$ cat src/rtl/hpc_pkg.sv
package hpc_pkg;
  parameter int unsigned HPC_PHASE_W = 16;

  typedef enum logic [1:0] {
    UPD_KEEP    = 2'd0,
    UPD_CAPTURE = 2'd1,
    UPD_ZERO    = 2'd2
  } upd_e;
endpackage

$ cat src/rtl/hpc_clr_sync.sv
module hpc_clr_sync #(
  parameter int unsigned SYNC_STAGES = 2,
  parameter int unsigned CONFIRM     = 2
) (
  input  logic clk,
  input  logic rst_n,
  input  logic clr_n_in,
  output logic clr_hit
);
  localparam int unsigned DEPTH = SYNC_STAGES + CONFIRM - 1;
  localparam int unsigned LOW   = SYNC_STAGES - 1;

  logic [DEPTH-1:0] stage_q;

  for (genvar i = 0; i < DEPTH; i++) begin : g_stage
    logic d;
    if (i == 0) begin : g_first
      assign d = clr_n_in;
    end else begin : g_next
      assign d = stage_q[i-1];
    end
    always_ff @(posedge clk or negedge rst_n) begin
      if (!rst_n) stage_q[i] <= 1'b1;
      else        stage_q[i] <= d;
    end
  end

  // active only after CONFIRM consecutive low synchronized samples
  assign clr_hit = ~|stage_q[DEPTH-1:LOW];
endmodule

$ cat src/rtl/hpc_offset_store.sv
module hpc_offset_store
  import hpc_pkg::*;
#(
  parameter int unsigned W = HPC_PHASE_W
) (
  input  logic         clk,
  input  logic         rst_n,
  input  logic         clr_hit,
  input  logic         ref_switch,
  input  logic         hold_exit,
  input  logic         hitless_hold,
  input  logic [W-1:0] meas_phase,
  output logic [W-1:0] offset_q
);
  upd_e         upd;
  logic [W-1:0] offset_d;
  logic         offset_en;

  always_comb begin
    if (clr_hit)                         upd = UPD_ZERO;
    else if (ref_switch)                 upd = UPD_CAPTURE;
    else if (hold_exit && hitless_hold)  upd = UPD_CAPTURE;
    else                                 upd = UPD_KEEP;
  end

  always_comb begin
    offset_en = 1'b1;
    offset_d  = offset_q;
    unique case (upd)
      UPD_ZERO:    offset_d = '0;
      UPD_CAPTURE: offset_d = meas_phase;
      default:     offset_en = 1'b0;
    endcase
  end

  always_ff @(posedge clk or negedge rst_n) begin
    if (!rst_n)         offset_q <= '0;
    else if (offset_en) offset_q <= offset_d;
  end
endmodule

$ cat src/rtl/hpc_slew_clamp.sv
module hpc_slew_clamp #(
  parameter int unsigned W = 16
) (
  input  logic [W-1:0] raw,
  input  logic [W-2:0] lim,
  output logic [W-1:0] limited
);
  logic signed [W-1:0] raw_s;
  logic signed [W-1:0] pos_s;
  logic signed [W-1:0] neg_s;

  assign raw_s = $signed(raw);
  assign pos_s = $signed({1'b0, lim});
  assign neg_s = -pos_s;

  always_comb begin
    if (raw_s > pos_s)      limited = pos_s;
    else if (raw_s < neg_s) limited = neg_s;
    else                    limited = raw;
  end
endmodule

$ cat src/rtl/hitless_phase_corrector.sv
module hitless_phase_corrector
  import hpc_pkg::*;
#(
  parameter int unsigned PHASE_W     = HPC_PHASE_W,
  parameter int unsigned SYNC_STAGES = 2,
  parameter int unsigned CONFIRM     = 2
) (
  input  logic               clk,
  input  logic               rst_n,
  input  logic [PHASE_W-1:0] meas_phase,
  input  logic               ref_switch,
  input  logic               hold_exit,
  input  logic               hitless_hold,
  input  logic               clr_n,
  input  logic [PHASE_W-2:0] slope_lim,
  output logic [PHASE_W-1:0] err_out,
  output logic [PHASE_W-1:0] offset_out
);
  logic               clr_hit;
  logic [PHASE_W-1:0] raw_err;

  hpc_clr_sync #(.SYNC_STAGES(SYNC_STAGES), .CONFIRM(CONFIRM)) u_clr_sync (
    .clk      (clk),
    .rst_n    (rst_n),
    .clr_n_in (clr_n),
    .clr_hit  (clr_hit)
  );

  hpc_offset_store #(.W(PHASE_W)) u_offset (
    .clk          (clk),
    .rst_n        (rst_n),
    .clr_hit      (clr_hit),
    .ref_switch   (ref_switch),
    .hold_exit    (hold_exit),
    .hitless_hold (hitless_hold),
    .meas_phase   (meas_phase),
    .offset_q     (offset_out)
  );

  // modular subtraction: the signed reading is the shorter way round
  assign raw_err = meas_phase - offset_out;

  hpc_slew_clamp #(.W(PHASE_W)) u_clamp (
    .raw     (raw_err),
    .lim     (slope_lim),
    .limited (err_out)
  );
endmodule

$ cat config.mk
export PLATFORM = sky130hd
export DESIGN_NAME = hitless_phase_corrector
export DESIGN_NICKNAME = d
export VERILOG_FILES = /design/src/rtl/hpc_pkg.sv /design/src/rtl/hpc_clr_sync.sv /design/src/rtl/hpc_offset_store.sv /design/src/rtl/hpc_slew_clamp.sv /design/src/rtl/hitless_phase_corrector.sv
export SDC_FILE = /design/constraint.sdc
export NUM_CORES = 1
export LEC_CHECK = 0
export CAP_MARGIN = 20
export CORE_MARGIN = 4
export CORE_UTILIZATION = 65
export CTS_BUF_LIST = sky130_fd_sc_hd__clkbuf_4
export DETAILED_ROUTE_END_ITERATION = 7
export DONT_BUFFER_PORTS = 1
export PLACE_DENSITY = 0.83
export SLEW_MARGIN = 10
export SYNTH_ARGS = -nofsm -noshare
export SYNTH_HDL_FRONTEND = slang
export SYNTH_HIERARCHICAL = 1
export SYNTH_SLANG_ARGS = --single-unit
export TNS_END_PERCENT = 30
$ cat constraint.sdc
create_clock -name clk -period 5.81 [get_ports clk]
set_clock_uncertainty 0.1 [all_clocks]
set_input_delay 0.8715 -clock clk [delete_from_list [all_inputs] [get_ports clk]]
set_output_delay 0.8715 -clock clk [all_outputs]
set_load 0.02 [all_outputs]
After elaboration in Yosys (flattened, before gate mapping)
Cells that the tools add are included.
Operators by class
  add/sub/neg operators: 2
  reduce and logical (&&, ||, !) cells: 5
  order comparisons: 2
  mux-type cells: 7
  equality and inequality tests: 2
Operators by type and width (number)
  two-way mux 16 bit: 2
  case mux 16 bit (2 select lines): 1
  > comparator 16 bit: 1
  less-than comparator 16 bit: 1
  negator 15 -> 16 bit: 1
  subtractor 16 bit: 1
  two-way mux 2 bit: 2
  OR reduction 2 bit: 2
  equality test 2 x 1 -> 1 bit, second input constant: 1
  equality test 2 bit, second input constant: 1
  two-way mux 1 bit: 2
  AND reduction 2 bit: 1
  nonzero test 2 bit: 1
  logical AND 1 bit: 1
Word-level totals
  register bits: 19
  output and inout port bits: 32

Longest topological paths before layout
Gate-level depths: netlist (run 1).
  depth after elaboration: 8
  gate-level depth with buffers: 16
  depth with buffers taken out: 15

Hierarchy
Netlist (run 1), hierarchy kept.
By module, submodules not included
  hpc_slew_clamp: times used 1, area an instance 1605.3 um^2, sequential area each 0.0 um^2, cells each 219
  hitless_phase_corrector: times used 1, area an instance 957.2 um^2, sequential area each 0.0 um^2, cells each 132
  hpc_offset_store: times used 1, area an instance 808.3 um^2, sequential area each 400.4 um^2, cells each 69
  hpc_clr_sync: times used 1, area an instance 82.6 um^2, sequential area each 78.8 um^2, cells each 4

Worst setup path before layout (run 1)
OpenSTA, ideal clock, no wires.
  path type: in2out
  from: input meas_phase[0]
  to: output err_out[14]
  stages on the path: 16
  arrival time: 4742 ps
  buffers on the path: 1
  slack: 96 ps
  cells stage by stage: inv_1 -> ha_1 -> fa_1 -> nor2b_1 -> o31a_1 -> o211ai_1 -> and4b_1 -> a211oi_1 -> ha_1 -> nand4_1 -> a31oi_1 -> o21ba_2 -> o31ai_1 -> clkbuf_1 -> a211oi_1 -> nor4_1
Between the ends
  word-level cells in the longest chain between the ends: 4
  elaborated cells on any way between the ends: 5
Ends and longest elaborated chain
  from (decl): RTL line hitless_phase_corrector.sv:10  | input logic [PHASE_W-1:0] meas_phase,
  subtractor 16 bit *: RTL line hitless_phase_corrector.sv:41  | assign raw_err = meas_phase - offset_out;
  via raw_err[10]: RTL line hitless_phase_corrector.sv:20  | logic [PHASE_W-1:0] raw_err;
  less-than comparator 16 bit: RTL line hpc_slew_clamp.sv:18  | else if (raw_s < neg_s) limited = neg_s;
  two-way mux 16 bit: RTL line hpc_slew_clamp.sv:18
  two-way mux 16 bit *: RTL line hpc_slew_clamp.sv:17  | if (raw_s > pos_s) limited = pos_s;
  to (decl): RTL line hitless_phase_corrector.sv:16  | output logic [PHASE_W-1:0] err_out,
The timed path passes the listed nets; every way through them passes the cells marked *.

Worst setup path in the final report (run 1)
  from: input meas_phase[0]
  to: output err_out[12]
The elaborated chain is that of the path after synthesis.

==> impl_metrics.csv, run 1 <==
group,metric,value,unit
synthesis,yosysWarningCount,6,
synthesis,largest_family_of_logic_cells_by_synthesized_area,"compound AO/OA/AOI/OAI gates",
route,dr_total_vias,3464,
sta,final-setup-viol-count,0,
placement,post-dp-hpwl,7570,um
synthesis,asyncSetResetFlopFracSynth,100,%
floorplan,boundaryPins,69,
setup_path,worstSetupStartpointType,"input port",
floorplan,die-height,80.9,um
sta,fmax,0.175,GHz
synthesis,synth_ff_type,"dfrtp_1",
placement,place.port_buffers,0,
route,wire_per_inst,18.4,um
setup_path,critPathCaptureType,"primary output",
flow_run,maxCapViolations,0,
synthesis,synth.lib_cells_used.distinct,69,
route,drc,0,
synthesis,synth-compound-area-share,27.0,%
cts,cts.reportedPaths.clkPinSlew,0.13,ns
synthesis,post_synth_fa_ha_maj_area_fraction,17.2,%
sta,period_minus_slack,5.71,ns
setup_path,biggest_fanout_along_the_worst_timing_path,11,
cts,numClockSinks,19,
cells_and_area,area_of_the_multi_input_gates,0.00280,mm^2
sta,setup_repair_after_global_routing_missed_its_margin,"true",
synthesis,synth.mux.area_fraction,5.25,%
placement,place_congestion,1.04,
floorplan,placeable_core_area,0.00514,mm^2
cells_and_area,utilization,75.5,%
global_route,grt_max_degree,33,
sta,timing.hold.ws,0.126,ns
synthesis,synthesis.area_per_instance,8.14,um^2
pwr,power_per_cell_area,303,mW/mm^2
synthesis,post-synth-top-area-fraction,16.7,%
floorplan,row_count,26,
synthesis,synth.ff_latch_count,19,
route,antenna_violating_nets_post_route,0,
cells_and_area,antenna_diodes,0,
route,vias_per_instance,6.65,
cells_and_area,ff_latch_area,488,um^2
global_route,via_count_of_the_first_global_routing_pass,3363,
setup_path,crit_type,"in2out",
pwr,ir_drop,0.184,mV
floorplan,start_util,67.2,%
synthesis,netlist_top_cells_area,"ha_1 17%, dfrtp_1 12%, nand2b_1 6.5%, mux2i_1 4.9%, inv_1 4.2%",
cells_and_area,fillCellCount,406,
global_route,first_pass_grt_wire_length,15400,um
synthesis,synth_edf_count,0,
sta,report.final.slew_viol_count,0,
sta,final.period_utilization,98.4,%
synthesis,netlist.top_cell.by_area,"ha_1",
synthesis,synth_fp_nets,508,
cells_and_area,nets,536,
cts,cts_htree_levels,1,
cts,postCtsSetupRepairBufs,0,
status,status,"finished, final reports clean",
setup_path,cp_data_required_time,4.84,ns
min_path,min_path_type,"in2async",
setup_path,worst_path_dominant_cell_family,"simple AND/OR/NAND/NOR gates",
global_route,grt_remaining_overflow,0,
route,routed_wirelength,9600,um
cts,cts_root_buf,"clkbuf_4",
floorplan,die-area,0.00654,mm^2
setup_path,critical-path-top-cell-by-count,"ha_1",
cts,clock_insertion_delay_worst_skew,0.30,ns
setup_path,critical_path.cell_chain,"inv_1 > ha_1 > fa_1 > nor2b_1 > o31a_1 > o211ai_1 > and4b_1 > a211oi_2 > ha_1 > nand4_1 > a31oi_1 > o21ba_2 > or4_4 > a2111oi_0 > nor4_1 > buf_4",
cts,cts_made_buffers,3,
global_route,grt_antenna_before_repair,0,
synthesis,netlist_instances,424,
setup_path,timing.critical_path.arrival,4.74,ns
route,detailedRoute.firstPassIterationCount,5,
setup_path,cell_with_the_largest_stage_delay_on_the_worst_path,"or4_4",
synthesis,synth_simple_gate_area_share,23.9,%
cts,cts_tree,"done",
sta,final_hold_viol_count,0,
cells_and_area,area_growth_syn_to_layout,12.4,%
synthesis,synth_xor_xnor_area_share,5.33,%
floorplan,die_w,80.9,um
cells_and_area,post_route_cells_drive_above_1_share,19.5,%
sta,worst_pin_slew,0.822,ns
cts,cts.path.max_buffers,2,
setup_path,worst_stage_delay_on_the_critical_path,0.62,ns
synthesis,mappedNetlistArea,0.00345,mm^2
sta,slew-limit-headroom,45.1,%
synthesis,seq_area_frac_synth,13.9,%
pwr,p_leak,0.00173,uW
setup_path,worstPathBufferInverterCount,2,
global_route,overall_global_routing_resource_usage,29.3,%
route,drt_first_iter_violations,365,
-- area by class of cell --
type	count	share of cell area [%]
inverters	39	3.77
clock inverters	1	0.193
well taps	70	2.26
repair buffers	42	8.45
clock buffers	3	0.580
multi-input cells	347	72.2
flip-flops and latches	19	12.6
-- flip-flops by register name, indices dropped and copies added, names as in the netlist --
name / cells
u_clr_sync/stage_q: 1
u_offset/offset_q: 16
u_clr_sync/g_stage.d: 2
-- where the power goes --
group          total (uW)  internal [uW]  switching, uW
combinational         928            397            531
clock                75.0           26.2           48.8
sequential            173            146           27.1
-- worst paths after layout --
kind / startpoint / to / slack, ns / depth (start not counted)
worst max-delay path: meas_phase[0] / err_out[12] / 0.1 / 16
worst min-delay path: rst_n / u_offset/offset_q[8] / 0.13 / 0
worst max register to register: u_clr_sync/g_stage[2].d / u_offset/offset_q[6] / 4.23 / 3
worst min register to register: u_clr_sync/g_stage[1].d / u_clr_sync/g_stage[2].d / 0.26 / 0
max in group asynchronous: rst_n / u_clr_sync/stage_q[2] / 5.30 / 0
min in group clk: u_clr_sync/g_stage[1].d / u_clr_sync/g_stage[2].d / 0.26 / 0
-- metrics by stage --
stage	area [um^2]	worst slack, ns	total power (uW)	setup TNS, ns	instances
2_1_floorplan	3450	0.0961	763	0	424
5_1_grt	3880	-0.0527	1260	-0.229	521
4_1_cts	3790	0.0321	1140	0	521
3_5_place_dp	3760	-0.0171	1050	-0.0171	517
6_report	3880	0.0954	1180	0	521
3_3_place_gp	3760	0.159	1040	0	517
-- cells in the final DEF, fill, tap and decap left out, types with 6 or more instances in the layout --
cell      synthesis  final
dfrtp_2           0      7
xnor2_1          16     16
nand4_1           8      8
buf_4             1     41
nand2_1          19     19
ha_1             46     45
a21oi_1          19     18
mux2i_1          17     17
nor2_1           23     22
dfrtp_1          16      9
nor3_1            6      6
nand3_1          10     10
nor4_1           13     12
inv_1            39     39
a21o_1           10     10
a211oi_1         13     10
nand2b_1         36     36
o211ai_1         12     12
o21ai_0           9      7
-- per-layer routing --
layer	routed length, um	GRT usage (%)	vias up
met5	0	0	-
met4	144	5.74	0
met3	805	5.21	25
met2	4690	52.2	163
met1	3970	37.0	1629
li1	-	-	1647
-- cell families (layout without fill, tap and decap cells) --
group           after synthesis  after routing
buf+inv                      58             85
fa+ha+maj                    47             47
compound gates              119            119
simple gates                142            142
flops                        19             19
mux                          18             18
xor+xnor                     21             21
-- worst register-to-register path: cells and delay by family (launching register included) --
kind	cells	cell delay, ns
simple gates	2	0.87
flops	1	0.40
mux	1	0.09
-- synthesized netlist by cell type, types with 7 or more instances --
master / instances
inv_1: 39
nand4_1: 8
ha_1: 46
o41ai_1: 7
nand3_1: 10
a211oi_1: 13
o211ai_1: 12
mux2i_1: 17
xnor2_1: 16
a21oi_1: 19
clkbuf_1: 13
nor4_1: 13
nor2_1: 23
dfrtp_1: 16
a21o_1: 10
nand2b_1: 36
nand2_1: 19
o21ai_0: 9
-- timing repair --
item | CTS | global route
resized for setup | 1 | 26
hold buffers | 0 | 0
setup endpoints to repair | 4 | 15
cloned | 0 | 0
(Power assumes the default switching activity.)
==> inputs of run 2 (changes only) <==
- CTS_CLUSTER_SIZE: unset -> 20
- GPL_TIMING_DRIVEN: unset -> 0
==> impl_metrics.csv, run 2 (synthesis gave the netlist of run 1 again) <==
group,metric,value,unit
route,dr_wl_met2,5440,um
floorplan,row_count,26,
placement,place_worst_setup_slack,-0.842,ns
sta,final.period_utilization,102,%
route,wire_per_inst,22.1,um
floorplan,placeable_core_area,0.00514,mm^2
route,drt_first_iter_violations,440,
cells_and_area,largest_reg_flops,16,
floorplan,die_w,80.9,um
route,met3RoutedLength,1280,um
sta,setup_repair_after_global_routing_missed_its_margin,"true",
sta,timing.hold.ws,0.137,ns
sta,worst_pin_slew,0.578,ns
route,met1_length,4110,um
setup_path,critPathCaptureType,"primary output",
setup_path,timing.reg2reg.worst_path_depth,4,
route,highest-signal-layer,"met4",
flow_run,maxCapViolations,0,
cts,cts.path.max_buffers,2,
route,vias_per_instance,7.42,
sta,final_hold_viol_count,0,
placement,post-dp-hpwl,7430,um
cts,cts_made_buffers,3,
setup_path,biggest_fanout_along_the_worst_timing_path,5,
cells_and_area,final_cell_area,0.00419,mm^2
placement,place_congestion,0.943,
cells_and_area,layout.cells.most_common,"ha_1",
floorplan,die-height,80.9,um
placement,place.port_buffers,0,
setup_path,crit_type,"in2out",
cts,cts_tree,"done",
pwr,report.power.total,1270,uW
route,routed_wirelength,11300,um
pwr,p_leak,0.00175,uW
pwr,power_per_cell_area,304,mW/mm^2
sta,report.final.slew_viol_count,0,
global_route,grt_antenna_before_repair,0,
cts,numClockSinks,19,
cts,cts.reportedPaths.clkPinSlew,0.11,ns
cells_and_area,nets,526,
global_route,grt_remaining_overflow,0,
cells_and_area,mostFrequentLayoutCells,"46 x ha_1, 39 x inv_1, 36 x nand2b_1",
cts,clock_insertion_delay_worst_skew,0.31,ns
floorplan,start_util,67.2,%
route,detailedRoute.firstPassIterationCount,5,
route,dr_total_vias,3791,
setup_path,timing.critical_path.arrival,4.94,ns
global_route,first_pass_grt_wire_length,16200,um
cts,cts_htree_levels,1,
sta,slew-limit-headroom,61.1,%
sta,fmax,0.169,GHz
floorplan,die-area,0.00654,mm^2
cts,cts_root_buf,"clkbuf_4",
global_route,grt_max_degree,20,
cells_and_area,utilization,81.5,%
placement,placed_area,0.00354,mm^2
global_route,via_count_of_the_first_global_routing_pass,3384,
setup_path,worstSetupStartpointType,"input port",
cells_and_area,fillCellCount,341,
floorplan,boundaryPins,69,
cells_and_area,area_growth_syn_to_layout,21.3,%
cells_and_area,post_route_cells_drive_above_1_share,23.4,%
sta,final-setup-viol-count,12,
cells_and_area,antenna_diodes,0,
setup_path,cp_data_required_time,4.84,ns
sta,fin_worst_setup_slack,-0.0997,ns
status,failing_checks,"negative setup slack",
route,drc,0,
cells_and_area,top_register,"u_offset/offset_q",
route,antenna_violating_nets_post_route,0,
min_path,min_path_type,"in2async",
pwr,ir_drop,0.233,mV
status,status,"finished with violations",
sta,period_minus_slack,5.91,ns
global_route,overall_global_routing_resource_usage,30.9,%
-- run 2: path summary, 6_finish.rpt --
kind | start | endpoint | slack [ns]
min reg2reg | u_clr_sync/g_stage[1].d | u_clr_sync/g_stage[2].d | 0.26
min | rst_n | u_offset/offset_q[2] | 0.14
max | meas_phase[0] | err_out[13] | -0.1
max in group asynchronous | rst_n | u_clr_sync/stage_q[2] | 5.30
max reg2reg | u_clr_sync/g_stage[2].d | u_offset/offset_q[13] | 4.34
min in group clk | u_clr_sync/g_stage[1].d | u_clr_sync/g_stage[2].d | 0.26
-- run 2: metal layers --
| metal | up-vias | GRT usage, % |
|---|---|---|
| li1 | 1632 | - |
| met1 | 1780 | 38.9 |
| met2 | 304 | 52.8 |
| met3 | 75 | 7.21 |
| met4 | 0 | 8.45 |
| met5 | - | 0 |
-- run 2: cell type report --
class / instances / area (um^2) / area share (%)
clock inverters: 1 / 7.51 / 0.179
clock buffers: 3 / 22.5 / 0.537
inverters: 39 / 146 / 3.49
multi-input cells: 347 / 3200 / 76.4
well taps: 70 / 87.6 / 2.09
plain buffers: 19 / 141 / 3.37
repair buffers: 13 / 97.6 / 2.33
flip-flops and latches: 19 / 485 / 11.6
-- run 2: report_power, final --
part,total [uW],internal (uW),switching [uW]
Sequential,173,146,26.9
Combinational,1030,388,641
Clock,71.6,26.3,45.3
Total,1270,561,714
-- run 2: what timing repair did --
action | CTS | global route
hold buffers | 0 | 0
buffers inserted | 1 | 12
resized for setup | 46 | 61
pin swaps | 6 | 24
setup endpoints to repair | 16 | 16
-- run 2: worst max-delay path, cell delays in order --
cell	delay (ns)
inv_1	0.02
ha_1	0.20
fa_2	0.37
nor2b_2	0.18
o31a_1	0.20
o211ai_1	0.23
o311ai_2	0.36
xor2_1	0.37
ha_1	0.32
nand4_1	0.20
a2111oi_4	0.10
buf_4	0.19
or4_4	0.60
buf_4	0.18
a2111oi_4	0.41
nor4_4	0.13
-- run 2: stage by stage --
stage,std cells,setup TNS [ns]
floorplan,424,0
global placement,494,-9.21
global route,511,-1.26
CTS,499,-0.0155
finish,511,-0.419
detailed placement,494,-9.76
==> inputs of run 3 (changes only) <==
- CAP_MARGIN: 20 -> 10
- CORE_UTILIZATION: 65 -> 55
- PLACE_DENSITY: 0.83 -> 0.72
==> impl_metrics.csv, run 3 (synthesis gave the netlist of run 1 again) <==
group,metric,value,unit
pwr,ir_drop,0.186,mV
route,dr_total_vias,3510,
cts,cts.reportedPaths.clkPinSlew,0.13,ns
route,drc,0,
setup_path,timing.rr.start,"u_clr_sync/g_stage[2].d",
sta,worst_pin_slew,0.615,ns
setup_path,cp_data_required_time,4.84,ns
cells_and_area,top_register,"u_offset/offset_q",
cts,clock_insertion_delay_worst_skew,0.30,ns
sta,fin_worst_setup_slack,-0.0430,ns
global_route,first_pass_grt_wire_length,16500,um
setup_path,critical_path.cell_chain,"or4_4 > or4_4 > nand2b_4 > nor3_2 > xnor2_1 > ha_1 > a21o_1 > a21o_1 > or2_1 > or4_4 > a2111oi_1 > nor4_2",
floorplan,boundaryPins,69,
setup_path,cell_with_the_largest_stage_delay_on_the_worst_path,"or4_4",
route,drt_first_iter_violations,264,
global_route,via_count_of_the_first_global_routing_pass,3438,
placement,post-dp-hpwl,7420,um
floorplan,row_count,28,
setup_path,worstSetupStartpointType,"input port",
sta,final-setup-viol-count,3,
global_route,grt_remaining_overflow,0,
setup_path,biggest_fanout_along_the_worst_timing_path,5,
route,routed_wirelength,10400,um
pwr,power_frac_comb,80.1,%
cells_and_area,fin_cells,514,
cells_and_area,largest_reg_flops,16,
placement,place_congestion,0.917,
cells_and_area,antenna_diodes,0,
cells_and_area,post_route_cells_drive_above_1_share,22.6,%
sta,setup-tns-final,-0.117,ns
setup_path,crit_type,"in2out",
route,detailedRoute.firstPassIterationCount,5,
floorplan,die_w,87.2,um
cts,cts_made_buffers,3,
setup_path,critical-path-top-cell-by-count,"or4_4",
route,vias_per_instance,6.83,
sta,period_minus_slack,5.85,ns
sta,final.period_utilization,101,%
setup_path,critPathCaptureType,"primary output",
sta,final_hold_viol_count,0,
cells_and_area,nets,524,
floorplan,start_util,57.6,%
floorplan,placeable_core_area,0.00599,mm^2
pwr,power.share.clock,5.9,%
cts,cts_htree_levels,1,
setup_path,worst_r2r_endpoint,"u_offset/offset_q[13]",
placement,place.port_buffers,0,
floorplan,die-area,0.00761,mm^2
pwr,seqPwrFrac,14.0,%
status,status,"finished with violations",
setup_path,timing.reg2reg.worst_path_depth,4,
cts,holdBufCountCts,0,
placement,place_inst,499,
setup_path,worst_stage_delay_on_the_critical_path,0.55,ns
sta,report.final.slew_viol_count,0,
sta,fmax,0.171,GHz
cells_and_area,mostFrequentLayoutCells,"46 x ha_1, 39 x inv_1, 36 x nand2b_1",
pwr,power_switching_share,55.7,%
pwr,power_per_cell_area,297,mW/mm^2
sta,setup_repair_after_global_routing_missed_its_margin,"true",
cells_and_area,layout.cells.most_common,"ha_1",
status,failing_checks,"negative setup slack",
cts,cts_root_buf,"clkbuf_4",
flow_run,maxCapViolations,0,
setup_path,timing.critical_path.arrival,4.88,ns
cells_and_area,utilization,69.4,%
sta,slew-limit-headroom,58.5,%
pwr,p_switching,688,uW
global_route,grt_antenna_before_repair,0,
pwr,p_leak,0.00176,uW
pwr,cellInternalPower,548,uW
global_route,grt_max_degree,20,
global_route,overall_global_routing_resource_usage,26.4,%
cells_and_area,area_growth_syn_to_layout,20.5,%
sta,timing.hold.ws,0.130,ns
placement,place_worst_setup_slack,-0.880,ns
floorplan,die-height,87.2,um
setup_path,slack_of_the_worst_reg_to_reg_path,4.35,ns
cts,cts.path.max_buffers,2,
route,wire_per_inst,20.2,um
cts,cts_tree,"done",
min_path,min_path_type,"in2async",
route,antenna_violating_nets_post_route,0,
cts,numClockSinks,19,
[run 3: worst max path at each step]
stage                     startpoint     endpoint  cells past startpoint
3_3_place_gp           meas_phase[0]  err_out[13]                     15
5_1_grt        u_offset/offset_q[11]   err_out[0]                     16
2_1_floorplan          meas_phase[0]  err_out[14]                     16
3_5_place_dp           meas_phase[0]  err_out[13]                     15
4_1_cts                meas_phase[0]  err_out[10]                     15
6_report                slope_lim[1]  err_out[12]                     12
[run 3: cell type report]
cell class                 count  area, um^2
multi-input combinational    347        3180
fill                         465        1830
sequential                    19         484
inverter                      39         146
buffer                        19         140
tap                           75        93.8
timing repair buffer          11        82.6
clock buffer                   3        22.5
clock inverter                 1        7.51
[run 3: power groups by stage]
stage,combinational (uW),clock [uW],sequential [uW]
6_report,991,72.7,173
2_1_floorplan,592,0,171
5_1_grt,1070,81.6,175
3_5_place_dp,729,0,175
3_3_place_gp,713,0,175
4_1_cts,848,75.4,173
[run 3: timing repair]
item                       CTS  global route
setup endpoints to repair   16            16
pin swaps                    3            14
gates resized for setup     46            55
setup buffers                4             7
cloned                       0             0
hold endpoints to repair     0             0
[run 3: through the flow]
| step | total power (uW) | cell area, um^2 |
|---|---|---|
| floorplan | 763 | 3450 |
| global placement | 888 | 3550 |
| detailed placement | 904 | 3550 |
| CTS | 1100 | 3850 |
| global route | 1330 | 4160 |
| finish | 1240 | 4160 |
[run 3: critical path: cells and delay by family]
kind,cells,cell delay (ns)
AOI/OAI and AO/OA,3,0.91
xor gates and xnor gates,1,0.18
adders and majority gates,1,0.27
and+or+nand+nor,7,2.65
[run 3: per-layer routing]
metal,wire length (um),part of all wire [%],track usage (%)
met5,0,0,0
met4,307,3.0,5.30
met3,837,8.0,6.53
met2,4900,47,43.4
met1,4350,42,35.2
